===== config.mk =====
export PLATFORM = sky130hd
export DESIGN_NAME = burst_addr_gen
export DESIGN_NICKNAME = d
export VERILOG_FILES = /design/src/rtl/burst_addr_pkg.sv /design/src/rtl/burst_src_arbiter.sv /design/src/rtl/burst_addr_mux.sv /design/src/rtl/burst_addr_gen.sv
export SDC_FILE = /design/constraint.sdc
export NUM_CORES = 1
export LEC_CHECK = 0
export CAP_MARGIN = 15
export CORE_ASPECT_RATIO = 1.25
export CORE_MARGIN = 4
export CORE_UTILIZATION = 49
export DETAILED_ROUTE_END_ITERATION = 16
export DONT_BUFFER_PORTS = 1
export PLACE_DENSITY_LB_ADDON = 0.15
export SETUP_SLACK_MARGIN = 0.1
export SLEW_MARGIN = 15
export SYNTH_ARGS = -nofsm -noshare
export SYNTH_HDL_FRONTEND = slang
export SYNTH_SLANG_ARGS = --single-unit

===== constraint.sdc =====
create_clock -name clk -period 2.6 [get_ports clk]
set_clock_uncertainty 0.2 [all_clocks]
set_input_delay 0.26 -clock clk [delete_from_list [all_inputs] [get_ports clk]]
set_output_delay 0.26 -clock clk [all_outputs]
set_load 0.01 [all_outputs]

===== src/rtl/burst_addr_pkg.sv =====
package burst_addr_pkg;

    // Address source chosen for the current cycle
    typedef enum logic [1:0] {
        SRC_HOLD = 2'd0,
        SRC_STEP = 2'd1,
        SRC_LOAD = 2'd2,
        SRC_ZERO = 2'd3
    } addr_src_e;

endpackage


===== src/rtl/burst_src_arbiter.sv =====
module burst_src_arbiter
    import burst_addr_pkg::*;
(
    input  logic      strobe_n,
    input  logic      step_n,
    input  logic      clr_n,
    output addr_src_e src
);

    // Fixed priority: clear, then load, then step, else hold
    always_comb begin
        if (!clr_n) begin
            src = SRC_ZERO;
        end else if (!strobe_n) begin
            src = SRC_LOAD;
        end else if (!step_n) begin
            src = SRC_STEP;
        end else begin
            src = SRC_HOLD;
        end
    end

endmodule


===== src/rtl/burst_addr_mux.sv =====
module burst_addr_mux
    import burst_addr_pkg::*;
#(
    parameter int ADDR_W = 16
) (
    input  addr_src_e           src,
    input  logic [ADDR_W-1:0]   ext_addr,
    input  logic [ADDR_W-1:0]   cnt_addr,
    output logic [ADDR_W-1:0]   sel_addr
);

    localparam logic [ADDR_W-1:0] ADDR_ONE = ADDR_W'(1);

    logic [ADDR_W-1:0] step_addr;

    // Natural overflow gives the wrap from the top address to zero
    assign step_addr = cnt_addr + ADDR_ONE;

    always_comb begin
        unique case (src)
            SRC_ZERO: sel_addr = '0;
            SRC_LOAD: sel_addr = ext_addr;
            SRC_STEP: sel_addr = step_addr;
            default:  sel_addr = cnt_addr;
        endcase
    end

endmodule


===== src/rtl/burst_addr_gen.sv =====
module burst_addr_gen
    import burst_addr_pkg::*;
#(
    parameter int ADDR_W = 16
) (
    input  logic              clk,
    input  logic              rst,
    input  logic [ADDR_W-1:0] ext_addr,
    input  logic              strobe_n,
    input  logic              step_n,
    input  logic              clr_n,
    output logic [ADDR_W-1:0] acc_addr,
    output logic [ADDR_W-1:0] cnt_addr
);

    localparam logic [ADDR_W-1:0] ADDR_TOP = {ADDR_W{1'b1}};

    typedef struct packed {
        logic [ADDR_W-1:0] cnt;
    } gen_state_t;

    gen_state_t state_d, state_q;
    addr_src_e  src;
    logic [ADDR_W-1:0] sel_addr;

    burst_src_arbiter i_arb (
        .strobe_n (strobe_n),
        .step_n   (step_n),
        .clr_n    (clr_n),
        .src      (src)
    );

    burst_addr_mux #(
        .ADDR_W (ADDR_W)
    ) i_mux (
        .src      (src),
        .ext_addr (ext_addr),
        .cnt_addr (state_q.cnt),
        .sel_addr (sel_addr)
    );

    // Next value: the counter always stores the address used this cycle
    always_comb begin
        state_d     = state_q;
        state_d.cnt = sel_addr;
    end

    always_ff @(posedge clk) begin
        if (rst) begin
            state_q <= '0;
        end else begin
            state_q <= state_d;
        end
    end

    assign acc_addr = sel_addr;
    assign cnt_addr = state_q.cnt;

    AST_SYS_RESET: assert property (@(posedge clk)
        rst |=> (cnt_addr == '0));

    AST_CLEAR_ZERO: assert property (@(posedge clk) disable iff (rst)
        !clr_n |=> (cnt_addr == '0));

    AST_LOAD_EXT: assert property (@(posedge clk) disable iff (rst)
        (clr_n && !strobe_n) |=> (cnt_addr == $past(ext_addr)));

    AST_STEP_ONE: assert property (@(posedge clk) disable iff (rst)
        (clr_n && strobe_n && !step_n) |=>
            (cnt_addr == ADDR_W'($past(cnt_addr) + 1'b1)));

    AST_HOLD_STABLE: assert property (@(posedge clk) disable iff (rst)
        (clr_n && strobe_n && step_n) |=> $stable(cnt_addr));

    AST_WRAP_ZERO: assert property (@(posedge clk) disable iff (rst)
        (clr_n && strobe_n && !step_n && cnt_addr == ADDR_TOP) |=>
            (cnt_addr == '0));

    AST_LOAD_NOT_STEP: assert property (@(posedge clk) disable iff (rst)
        (clr_n && !strobe_n && !step_n) |-> (acc_addr == ext_addr));

endmodule


# ---- Word-level counts from Yosys, hierarchy flattened
# Index checks and enable logic that the tools add are counted.
dict set report totals {
  reg_bits 16
  inputBits 21
  output_inout_bits 32
  elab_cells 9
}
dict set report op_classes {
  n_eq_ne 3
  n_mux 4
  n_addsub 1
}
# operator n
set op_table {}
lappend op_table {{$pmux 16 s3} 1}
lappend op_table {{$add 16x1->16 const B} 1}
lappend op_table {{$eq 2x2->1 const B} 2}
lappend op_table {{$mux 2} 2}
lappend op_table {{$eq 2x1->1 const B} 1}
lappend op_table {{$mux 1} 1}

# ---- Logic depth before layout (Yosys ltp)
# Gate-level depths: netlist of run 1.
dict set report depth {
  word_depth 5
  depth_mapped 6
  ltp_nobuf 5
}

# ---- Hierarchy
# From an unflattened synthesis of run 1, not the netlist that was laid out.
dict set report unflattened {
  hier_cells 136
  area_unflattened_um2 1211.2
}
# module seq_area_each_um2 instances cells_each area_per_inst_um2
set modules_own_cells {}
lappend modules_own_cells {burst_addr_mux 0.0 1 100 730.7}
lappend modules_own_cells {burst_addr_gen 320.3 1 33 464.2}
lappend modules_own_cells {burst_src_arbiter 0.0 1 3 16.3}

# ---- Worst setup path before layout of run 1
# Ideal clock, no wire load.
dict set report synth_timing {
  path_kind {reg-to-output}
  from {reg state_q, in the netlist cnt_addr[0]}
  to {out acc_addr[8]}
  path_slack_ps 445
  arrival_ps 1695
  path_buffers 0
  stages_incl_launch_ff 6
  cell_sequence {dfxtp_1 -> ha_1 -> nand3b_1 -> or4_1 -> and3_1 -> nor3_2}
}
dict set report synth_between {
  elab_chain_cells 2
}
# item line_no
set synth_lines {}
lappend synth_lines {{start: declaration} burst_addr_gen.sv:22} ;# gen_state_t state_d, state_q;
lappend synth_lines {{start signal: assignment} burst_addr_gen.sv:52} ;# state_q <= state_d;
lappend synth_lines {{$add 16x1->16} burst_addr_mux.sv:17} ;# assign step_addr = cnt_addr + ADDR_ONE;
lappend synth_lines {{$pmux 16 s3} burst_addr_mux.sv:20} ;# unique case (src)
lappend synth_lines {{end: declaration} burst_addr_gen.sv:12} ;# output logic [ADDR_W-1:0] acc_addr,
# Every way passes these cells.

# ---- Final worst setup path of run 1
dict set report layout_timing {
  from {reg state_q, in the netlist cnt_addr[9]}
  to {out acc_addr[12]}
}
# Same word-level chain as after synthesis.

==> results of run 1 <==
synthesized netlist by cell type (2+ instances only):
master,count
a211oi_1,9
a21oi_1,9
a31oi_1,2
buf_2,2
clkbuf_1,4
dfxtp_1,16
inv_1,4
mux2i_1,4
nand2_1,10
nand2b_1,4
nand3_1,6
nand3b_1,2
nand4_1,3
nor2_1,20
nor2b_1,4
nor3_1,14
nor3_2,2
nor4_1,7
o31ai_1,2
or4_1,2
xnor2_1,5
per-layer routing:
metal  global-route usage (%)  routed length [um]  part of all wire, %  up-vias
met1                     27.6                1380                   41      583
li1                         -                   -                    -      588
met3                     5.26                 263                  7.8        4
met4                     5.57                  29                 0.86        0
met2                     39.0                1710                   51       45
met5                        0                   0                    0        -
power groups by stage:
stage / clock, mW / sequential [mW] / combinational, mW
3_3_place_gp: 0 / 0.279 / 0.0745
4_1_cts: 0.173 / 0.274 / 0.0978
5_1_grt: 0.182 / 0.277 / 0.110
3_5_place_dp: 0 / 0.280 / 0.0765
2_1_floorplan: 0 / 0.277 / 0.0739
6_report: 0.165 / 0.275 / 0.0984
worst register-to-register path, stage by stage (launching register included):
cell      delay (ns)
dfxtp_1         0.50
nand4_4         0.19
or4_1           0.56
a221oi_2        0.27
nor3_1          0.07
final cells by class:
cell class              instances  area, um^2  share of cell area (%)
multi-input cells             121         792                    57.7
clock buffers                   4        36.3                    2.64
inverters                       4        15.0                    1.09
well taps                      31        38.8                    2.82
flip-flops and latches         16         329                    24.0
repair buffers                 17         163                    11.8
through the flow:
stage,utilization [%],area [um^2],std cells
final,61.5,1370,193
after global routing,61.5,1370,193
after floorplan,-,1150,149
after global placement,52.2,1170,174
after detailed placement,52.2,1170,174
after CTS,60.2,1350,192
logic make-up (layout without fill, tap and decap cells):
kind of cell             count (synthesis)  after routing
AO/OA/AOI/OAI                           28             28
XOR/XNOR                                 6              6
adder cells (fa/ha/maj)                  1              1
multiplexers                             4              4
buffers and inverters                   12             25
flip-flops                              16             16
AND/OR/NAND/NOR                         82             82
repair_timing:
item                                    in CTS  in global routing
pin swaps                                    0                  2
buffers inserted                             0                  1
hold buffers                                14                  0
endpoints found under the hold margin       16                  0
gates resized for setup                      1                  9
cloned                                       0                  0
endpoints found under the setup margin       2                  5
worst paths after layout:
| kind | slack [ns] | start | endpoint | cells past startpoint |
|---|---|---|---|---|
| hold / removal | -0.002 | step_n | cnt_addr[12] | 2 |
| setup / recovery | 0.22 | cnt_addr[9] | acc_addr[12] | 4 |
| hold reg to reg | 0.48 | cnt_addr[4] | cnt_addr[4] | 2 |
| setup reg to reg | 0.70 | cnt_addr[9] | cnt_addr[12] | 4 |
==> results.md, run 1 <==
* Worst min-delay path class: in2reg
* Synth Area in Simple Gates at 41.1%
* Top delay family on crit path: simple AND/OR/NAND/NOR gates
* Static leakage at 0.481 nW
* Failing checks: hold timing
* Initial Util at 51.6%
* Worst setup margin at about 0.22 ns
* Post-Syn Area at 1150 um^2
* DIE HEIGHT at 62.3 um
* Final critical-path required period at roughly 2.4 ns
* CTS tree: done
* Worst skew pair latency at 0.28 ns
* Part of the cycle the worst path needs at 91.4%
* Slowest Stage Delay on Critical Path at 0.56 ns
* Worst hold slack at -0.00164 ns
* YS warnings at 0
* Most common cell after layout, fill and taps aside: nor2_1
* Detail Route Antenna Nets at 0
* H-tree depth at 1
* Vias/cell at 6.32
* Slew Viols, Final at 0
* Fin nets at 185
* Setup violators final at 0
* Post-synthesis adder-cell area fraction at 1.08%
* Ys flop type: dfxtp_1
* First-pass GRT wire length at 5820 um
* Wire per inst at 17.5 um
* Initial drt markers at 38
* Largest family of logic cells by synthesized area: simple AND/OR/NAND/NOR gates
* Critical Path Fanout Max at 7
* Critical Path Start Type: flip-flop
* Synth cell types at 39
* DRC viols at 0
* Clock-pin slew on the worst setup and hold paths at 0.10 ns
* Outcome: finished with violations
* Largest net degree at the start of global routing at 29
* Slowest-stage cell, CP: or4_1
* Num CTS Buffers at 3
* Rel. slew slack at 60.8%
* Sum Neg Setup Slack at 0 ns
* Cells after synthesis at 149
* IO Port Bufs at 0
* Crit path buffers/inverters at 0
* Critical path endpoint category: output port
* Clk network pwr share at 30.6%
* RSZ-0062 raised after global routing: no
* Leading cell types in the layout, fill and taps excluded: 20 x nor2_1, 14 x dlygate4sd3_1, 13 x nor3_1
* Congestion Overflow GR at 0
* # IOs at 53
* Core ar. at 2230 um^2
* # rows at 19
* Pre-CTS setup slack at around 0.41 ns
* Max Cap Viol at 0
* Syn nets at ~170
* Endpoints failing hold at 1
* CTS Buffer Depth at 2
* Fraction of synthesized area in multiplexers at 3.47%
* Synthesized area per cell at 7.74 um^2
* CP Data Arrival Time at 1.92 ns
* CP Cell Sequence: nand4_4 -> or4_1 -> a221oi_2 -> nor2_1
* Compound-cell area share of the yosys netlist at 17.2%
* Fraction of layout cells with a size suffix above 1 at roughly 15%
* Dominant cell type by area after synthesis: dfxtp_1
* Initial antenna violation count at 0
* Pwr dens at a little under 400 nW/um^2
* WS Path Type: reg2out
* Worst slew pin tran at 0.583 ns
* Critical Path RT at 2.14 ns
* Share of the synthesized area in the top cell type at 27.8%
* Register area share after synthesis at 27.8%
* Post-DP HPWL at 2270 um
* Vias in the first global route at 1208
* Maximum achievable frequency at 0.421 GHz
* RePlAce Congestion at 0.926
* First-pass DRT Iterations at 4
* Sw Ratio at 28.5%
* Async SR Flop Fraction at 0%
* Synth Register Bits at 16
* DR vias at 1220
* N_diodes at 0
* Comb power frac at between 10% and 20%
* Pint at 385 uW
* Sequential Power Share at a little over 50%
* Number of synthesized flops with an enable pin at 0
* Top cells by area, synth: dfxtp_1 28%, nor2_1 6.5%, nor3_1 6.1%
* Maximum VDD drop at 0.239 mV
* Net Sw Power at around 150 uW
* Die width at 51.4 um
* Die area at 3200 um^2
* Total GRT Usage at 22.6%
* Largest register FFs at 16
* Final WL at roughly 3400 um
* Fillers at 226
* Power consumption at 538 uW
* CTS sink cnt at 16
* Area growth syn-to-layout at 19.1%
* Clk root buf: clkbuf_4
* Post-synthesis xor/xnor area fraction at 4.56%
Power figures use the tool's default switching activity.
==> inputs of run 2 (changes only) <==
CORE_UTILIZATION = 40   (was 49)
==> run 2 against run 1 <==
Net effect: the flow now finishes without violations; fmax shrank 1.5%; cell area grew 3.6%; sequential cell count is the same; first-iteration DRC count grew 29%; die area grew 19%; register-to-register slack is essentially flat; sequential power is essentially flat; core utilization shrank 9.4 points; critical endpoint unchanged; largest cell class unchanged.
==> results.md, run 2 (synthesis gave the netlist of run 1 again) <==
* Outcome: finished, final reports clean (was finished with violations)
* DR vias at 1197 (was 1220)
* Critical Path End: acc_addr[12] (unchanged)
* Reg2reg path depth at 4 (unchanged)
* Pre-CTS setup slack at 0.355 ns (was 0.405 ns)
* Leading cell types in the layout, fill and taps excluded: 20 x nor2_1, 16 x dlygate4sd3_1, 13 x nor3_1 (was 20 x nor2_1, 14 x dlygate4sd3_1, 13 x nor3_1)
* N_diodes at 0 (unchanged)
* Worst r2r src: cnt_addr[9] (unchanged)
* Most common cell after layout, fill and taps aside: nor2_1 (unchanged)
* Crit path buffers/inverters at 0 (unchanged)
* Setup violators final at 0 (unchanged)
* Fraction of layout cells with a size suffix above 1 at 17.0% (was 15.4%)
* Wire per inst at 18.1 um (was 17.5 um)
* Die area at 3810 um^2 (was 3200 um^2)
* Fin nets at 188 (was 185)
* H-tree depth at 1 (unchanged)
* Vias/cell at 6.02 (was 6.32)
* Final Util at 52.1% (was 61.5%)
* Final critical-path required period at 2.41 ns (was 2.38 ns)
* Detail Route Antenna Nets at 0 (unchanged)
* Sum Neg Setup Slack at 0 ns (unchanged)
* CP Data Arrival Time at 1.95 ns (was 1.92 ns)
* Part of the cycle the worst path needs at 92.8% (was 91.4%)
* # IOs at 53 (unchanged)
* Vias in the first global route at 1224 (was 1208)
* CTS tree: done (unchanged)
* Total GRT Usage at 19.9% (was 22.6%)
* Initial antenna violation count at 0 (unchanged)
* Initial Util at 42.2% (was 51.6%)
* First-pass GRT wire length at 5970 um (was 5820 um)
* Maximum achievable frequency at 0.414 GHz (was 0.421 GHz)
* Critical Path RT at 2.14 ns (about the same)
* Initial drt markers at 49 (was 38)
* Worst setup path start: cnt_addr[9] (unchanged)
* CTS sink cnt at 16 (unchanged)
* Worst skew pair latency at 0.30 ns (was 0.28 ns)
* Worst hold slack at 0.0417 ns (was -0.00164 ns)
* Critical Path Fanout Max at 7 (unchanged)
* Die width at 56.0 um (was 51.4 um)
* Pwr dens at 391 nW/um^2 (was 392 nW/um^2)
* Rel. slew slack at 55.0% (was 60.8%)
* Critical path endpoint category: output port (unchanged)
* CP Cell Sequence: nand4_4 -> or4_1 -> a221oi_2 -> nor2_1 (unchanged)
* Clk root buf: clkbuf_4 (unchanged)
* First-pass DRT Iterations at 4 (unchanged)
* Largest register FFs at 16 (unchanged)
* Worst slew pin tran at 0.674 ns (was 0.583 ns)
* Max Cap Viol at 0 (unchanged)
* Core ar. at 2730 um^2 (was 2230 um^2)
* Largest net degree at the start of global routing at 24 (was 29)
* Congestion Overflow GR at 0 (unchanged)
* Fillers at 279 (was 226)
* Worst setup margin at 0.187 ns (was 0.223 ns)
* Slowest Stage Delay on Critical Path at 0.55 ns (was 0.56 ns)
* Slowest-stage cell, CP: or4_1 (unchanged)
* Final non-filler cell total at 199 (was 193)
* DIE HEIGHT at 68.0 um (was 62.3 um)
* RePlAce Congestion at 0.874 (was 0.926)
* # rows at 21 (was 19)
* Area growth syn-to-layout at 23.3% (was 19.1%)
* Endpoints failing hold at 0 (was 1)
* Final WL at 3590 um (was 3380 um)
* Slew Viols, Final at 0 (unchanged)
* Critical path depth at 4 (unchanged)
* Top delay family on crit path: simple AND/OR/NAND/NOR gates (unchanged)
* Post-DP HPWL at 2420 um (was 2270 um)
* DRC viols at 0 (unchanged)
* RSZ-0062 raised after global routing: no (unchanged)
* Static leakage at 0.496 nW (was 0.481 nW)
* Critical Path Start Type: flip-flop (unchanged)
* CTS Buffer Depth at 2 (unchanged)
* IO Port Bufs at 0 (unchanged)
* Reg2reg end: cnt_addr[12] (unchanged)
* Worst min-delay path class: in2reg (unchanged)
* Clock-pin slew on the worst setup and hold paths at 0.10 ns (about the same)
* Maximum VDD drop at 0.223 mV (was 0.239 mV)
* WS Path Type: reg2out (unchanged)
* Placed Cells at 178 (was 174)
* Worst R2R Setup Slack at 0.69 ns (was 0.70 ns)
* Num CTS Buffers at 3 (unchanged)
run 2: metrics by stage:
stage / power (mW) / cell area (um^2)
6_report: 0.556 / 1420
5_1_grt: 0.580 / 1420
4_1_cts: 0.557 / 1380
3_5_place_dp: 0.357 / 1180
3_3_place_gp: 0.355 / 1180
2_1_floorplan: 0.351 / 1150
run 2: layout make-up:
cell class	instances	area [um^2]	area share [%]
multi-input combinational	121	810	56.9
timing repair buffer	20	190	13.4
clock buffer	4	36.3	2.55
tap	34	42.5	2.99
inverter	4	15.0	1.06
sequential	16	329	23.1
run 2: repair_timing:
| action | in CTS | in global routing |
|---|---|---|
| endpoints found under the hold margin | 16 | 0 |
| pin swaps | 0 | 3 |
| endpoints found under the setup margin | 4 | 7 |
| cloned | 0 | 0 |
| hold buffers | 16 | 0 |
| buffers inserted | 0 | 1 |
| resized for setup | 2 | 11 |
run 2: worst min path at each step:
stage	cells after the start	endpoint	slack, ns	start
2_1_floorplan	1	cnt_addr[10]	0.13	rst
3_3_place_gp	1	cnt_addr[2]	0.14	rst
3_5_place_dp	1	cnt_addr[10]	0.13	rst
4_1_cts	2	cnt_addr[2]	0.03	strobe_n
5_1_grt	2	cnt_addr[2]	0.04	strobe_n
6_report	2	cnt_addr[1]	0.04	strobe_n
run 2: worst reg2reg max path: stages (launching register included):
cell      delay, ns
dfxtp_1        0.52
nand4_4        0.20
or4_1          0.55
a221oi_2       0.27
nor3_1         0.07
run 2: report_power, final:
part	switching, mW	internal [mW]
combinational	0.0583	0.0478
sequential	0.0192	0.255
clock	0.0901	0.0854
total	0.168	0.388
run 2: metal layers:
layer	vias to the layer above	global-route usage [%]	share of wire (%)
met5	-	0	0
met4	0	8.31	1.1
met3	4	3.96	8.4
met2	56	34.8	50
met1	551	24.0	40
li1	586	-	-
==> inputs of run 3 (changes only) <==
CORE_MARGIN = 2   (was 4)
PLACE_DENSITY = 0.58   (was not set)
PLACE_DENSITY_LB_ADDON = not set   (was 0.15)
==> run 3 against run 2 <==
Net effect: die area is 13% lower; critical path depth stayed put; worst hold slack worse by 0.030 ns.
==> results.md, run 3 (synthesis gave the netlist of run 1 again) <==
* Outcome: finished, final reports clean (unchanged)
* Critical Path RT at 2.14 ns (about the same)
* Fraction of layout cells with a size suffix above 1 at 15.2% (was 17.0%)
* Clk root buf: clkbuf_4 (unchanged)
* Slowest Stage Delay on Critical Path at 0.55 ns (about the same)
* Worst skew pair latency at 0.29 ns (was 0.30 ns)
* Crit path buffers/inverters at 0 (unchanged)
* Final critical-path required period at 2.43 ns (was 2.41 ns)
* Final Util at 52.0% (was 52.1%)
* Clk network pwr share at 30.8% (was 31.6%)
* Fin nets at 187 (was 188)
* Vias in the first global route at 1170 (was 1224)
* Leading cell types in the layout, fill and taps excluded: 20 x nor2_1, 16 x dlygate4sd3_1, 12 x nor3_1 (was 20 x nor2_1, 16 x dlygate4sd3_1, 13 x nor3_1)
* Slew Viols, Final at 0 (unchanged)
* Wire per inst at 17.1 um (was 18.1 um)
* Total GRT Usage at 21.4% (was 19.9%)
* Worst hold stages at 2 (unchanged)
* Rel. slew slack at 57.3% (was 55.0%)
* WS Path Type: reg2out (unchanged)
* Critical Path Start Type: flip-flop (unchanged)
* Maximum VDD drop at 0.210 mV (was 0.223 mV)
* Critical Path Fanout Max at 7 (unchanged)
* Initial drt markers at 46 (was 49)
* Max Cap Viol at 0 (unchanged)
* Pint at 387 uW (was 388 uW)
* Worst slew pin tran at 0.639 ns (was 0.674 ns)
* Clock-pin slew on the worst setup and hold paths at 0.10 ns (about the same)
* Post-Layout Inst Area at 1410 um^2 (was 1420 um^2)
* Fillers at 271 (was 279)
* N_diodes at 0 (unchanged)
* Largest register FFs at 16 (unchanged)
* # IOs at 53 (unchanged)
* Setup violators final at 0 (unchanged)
* First-pass DRT Iterations at 4 (unchanged)
* H-tree depth at 1 (unchanged)
* DR vias at 1226 (was 1197)
* Sequential Power Share at 50.3% (was 49.4%)
* RSZ-0062 raised after global routing: yes (was no)
* Sw Ratio at 29.1% (was 30.1%)
* RePlAce Congestion at 0.867 (was 0.874)
* Final WL at 3380 um (was 3590 um)
* Worst hold slack at 0.0119 ns (was 0.0417 ns)
* DRC viols at 0 (unchanged)
* Maximum achievable frequency at 0.412 GHz (was 0.414 GHz)
* CTS tree: done (unchanged)
* Area growth syn-to-layout at 22.0% (was 23.3%)
* First-pass GRT wire length at 5600 um (was 5970 um)
* Post-DP HPWL at 2280 um (was 2420 um)
* Congestion Overflow GR at 0 (unchanged)
* # rows at 21 (unchanged)
* CP Data Arrival Time at 1.97 ns (was 1.95 ns)
* Critical path endpoint category: output port (unchanged)
* CP Cell Sequence: nand4_4 -> or4_1 -> a221oi_2 -> nor2_1 (unchanged)
* Initial Util at 42.6% (was 42.2%)
* Net Sw Power at 159 uW (was 168 uW)
* Vias/cell at 6.19 (was 6.02)
* DIE HEIGHT at 64.0 um (was 68.0 um)
* Top delay family on crit path: simple AND/OR/NAND/NOR gates (unchanged)
* Initial antenna violation count at 0 (unchanged)
* Core ar. at 2710 um^2 (was 2730 um^2)
* Reg2reg path depth at 4 (unchanged)
* Sum Neg Setup Slack at 0 ns (unchanged)
* IO Port Bufs at 0 (unchanged)
* CTS Buffer Depth at 2 (unchanged)
* Num CTS Buffers at 3 (unchanged)
* Endpoints failing hold at 0 (unchanged)
* Most common cell after layout, fill and taps aside: nor2_1 (unchanged)
* Comb power frac at 18.9% (was 19.1%)
* Worst min-delay path class: in2reg (unchanged)
* Part of the cycle the worst path needs at 93.4% (was 92.8%)
* Pwr dens at 388 nW/um^2 (was 391 nW/um^2)
* Critical path depth at 4 (unchanged)
* Slowest-stage cell, CP: dfxtp_1 (was or4_1)
* Dpl cell area at 1170 um^2 (was 1180 um^2)
* Die area at 3330 um^2 (was 3810 um^2)
* Detail Route Antenna Nets at 0 (unchanged)
* CTS sink cnt at 16 (unchanged)
* Static leakage at 0.489 nW (was 0.496 nW)
* Die width at 52.0 um (was 56.0 um)
* Largest net degree at the start of global routing at 28 (was 24)
run 3: path summary, 6_finish.rpt:
kind / startpoint / slack [ns] / to
max reg2reg: cnt_addr[6] / 0.66 / cnt_addr[12]
min: strobe_n / 0.01 / cnt_addr[14]
min reg2reg: cnt_addr[4] / 0.45 / cnt_addr[4]
max: cnt_addr[6] / 0.17 / acc_addr[12]
run 3: area by class of cell:
cell class | count | area [um^2] | area share [%]
Multi-Input combinational cell | 121 | 803 | 57.1
Sequential cell | 16 | 328 | 23.3
Timing Repair Buffer | 19 | 183 | 13.0
Tap cell | 34 | 42.5 | 3.02
Clock buffer | 4 | 36.3 | 2.58
Inverter | 4 | 15.0 | 1.07
run 3: worst reg2reg max path, delay by kind of cell (launching register included):
kind             cells  cell delay (ns)
AND/OR/NAND/NOR      3             0.82
flip-flops           1             0.55
AO/OA/AOI/OAI        1             0.27
run 3: metrics by stage:
stage	worst slack (ns)	total power [mW]	instances
6_report	0.172	0.546	198
4_1_cts	0.118	0.549	195
3_3_place_gp	0.404	0.354	177
2_1_floorplan	0.445	0.351	149
5_1_grt	0.0863	0.577	198
3_5_place_dp	0.381	0.357	177
run 3: what timing repair did:
action | 4_1_cts | 5_1_grt
endpoints found under the hold margin | 16 | 1
cloned | 0 | 0
pin swaps | 0 | 2
buffers inserted | 0 | 1
hold buffers | 14 | 2
resized for setup | 2 | 9
endpoints found under the setup margin | 3 | 6
run 3: power by group through the flow:
stage	clock network, mW	registers [mW]	logic, mW
floorplan	0	0.277	0.0739
finish	0.168	0.275	0.103
detailed placement	0	0.280	0.0767
global route	0.186	0.277	0.114
CTS	0.175	0.274	0.0996
global placement	0	0.279	0.0746
run 3: layer usage:
layer  wire length [um]  track usage, %  vias to the layer above
li1                   -               -                      588
met1               1460            27.2                      587
met2               1660            35.1                       45
met3                225            4.91                        6
met4                 36            6.91                        0
met5                  0               0                        -
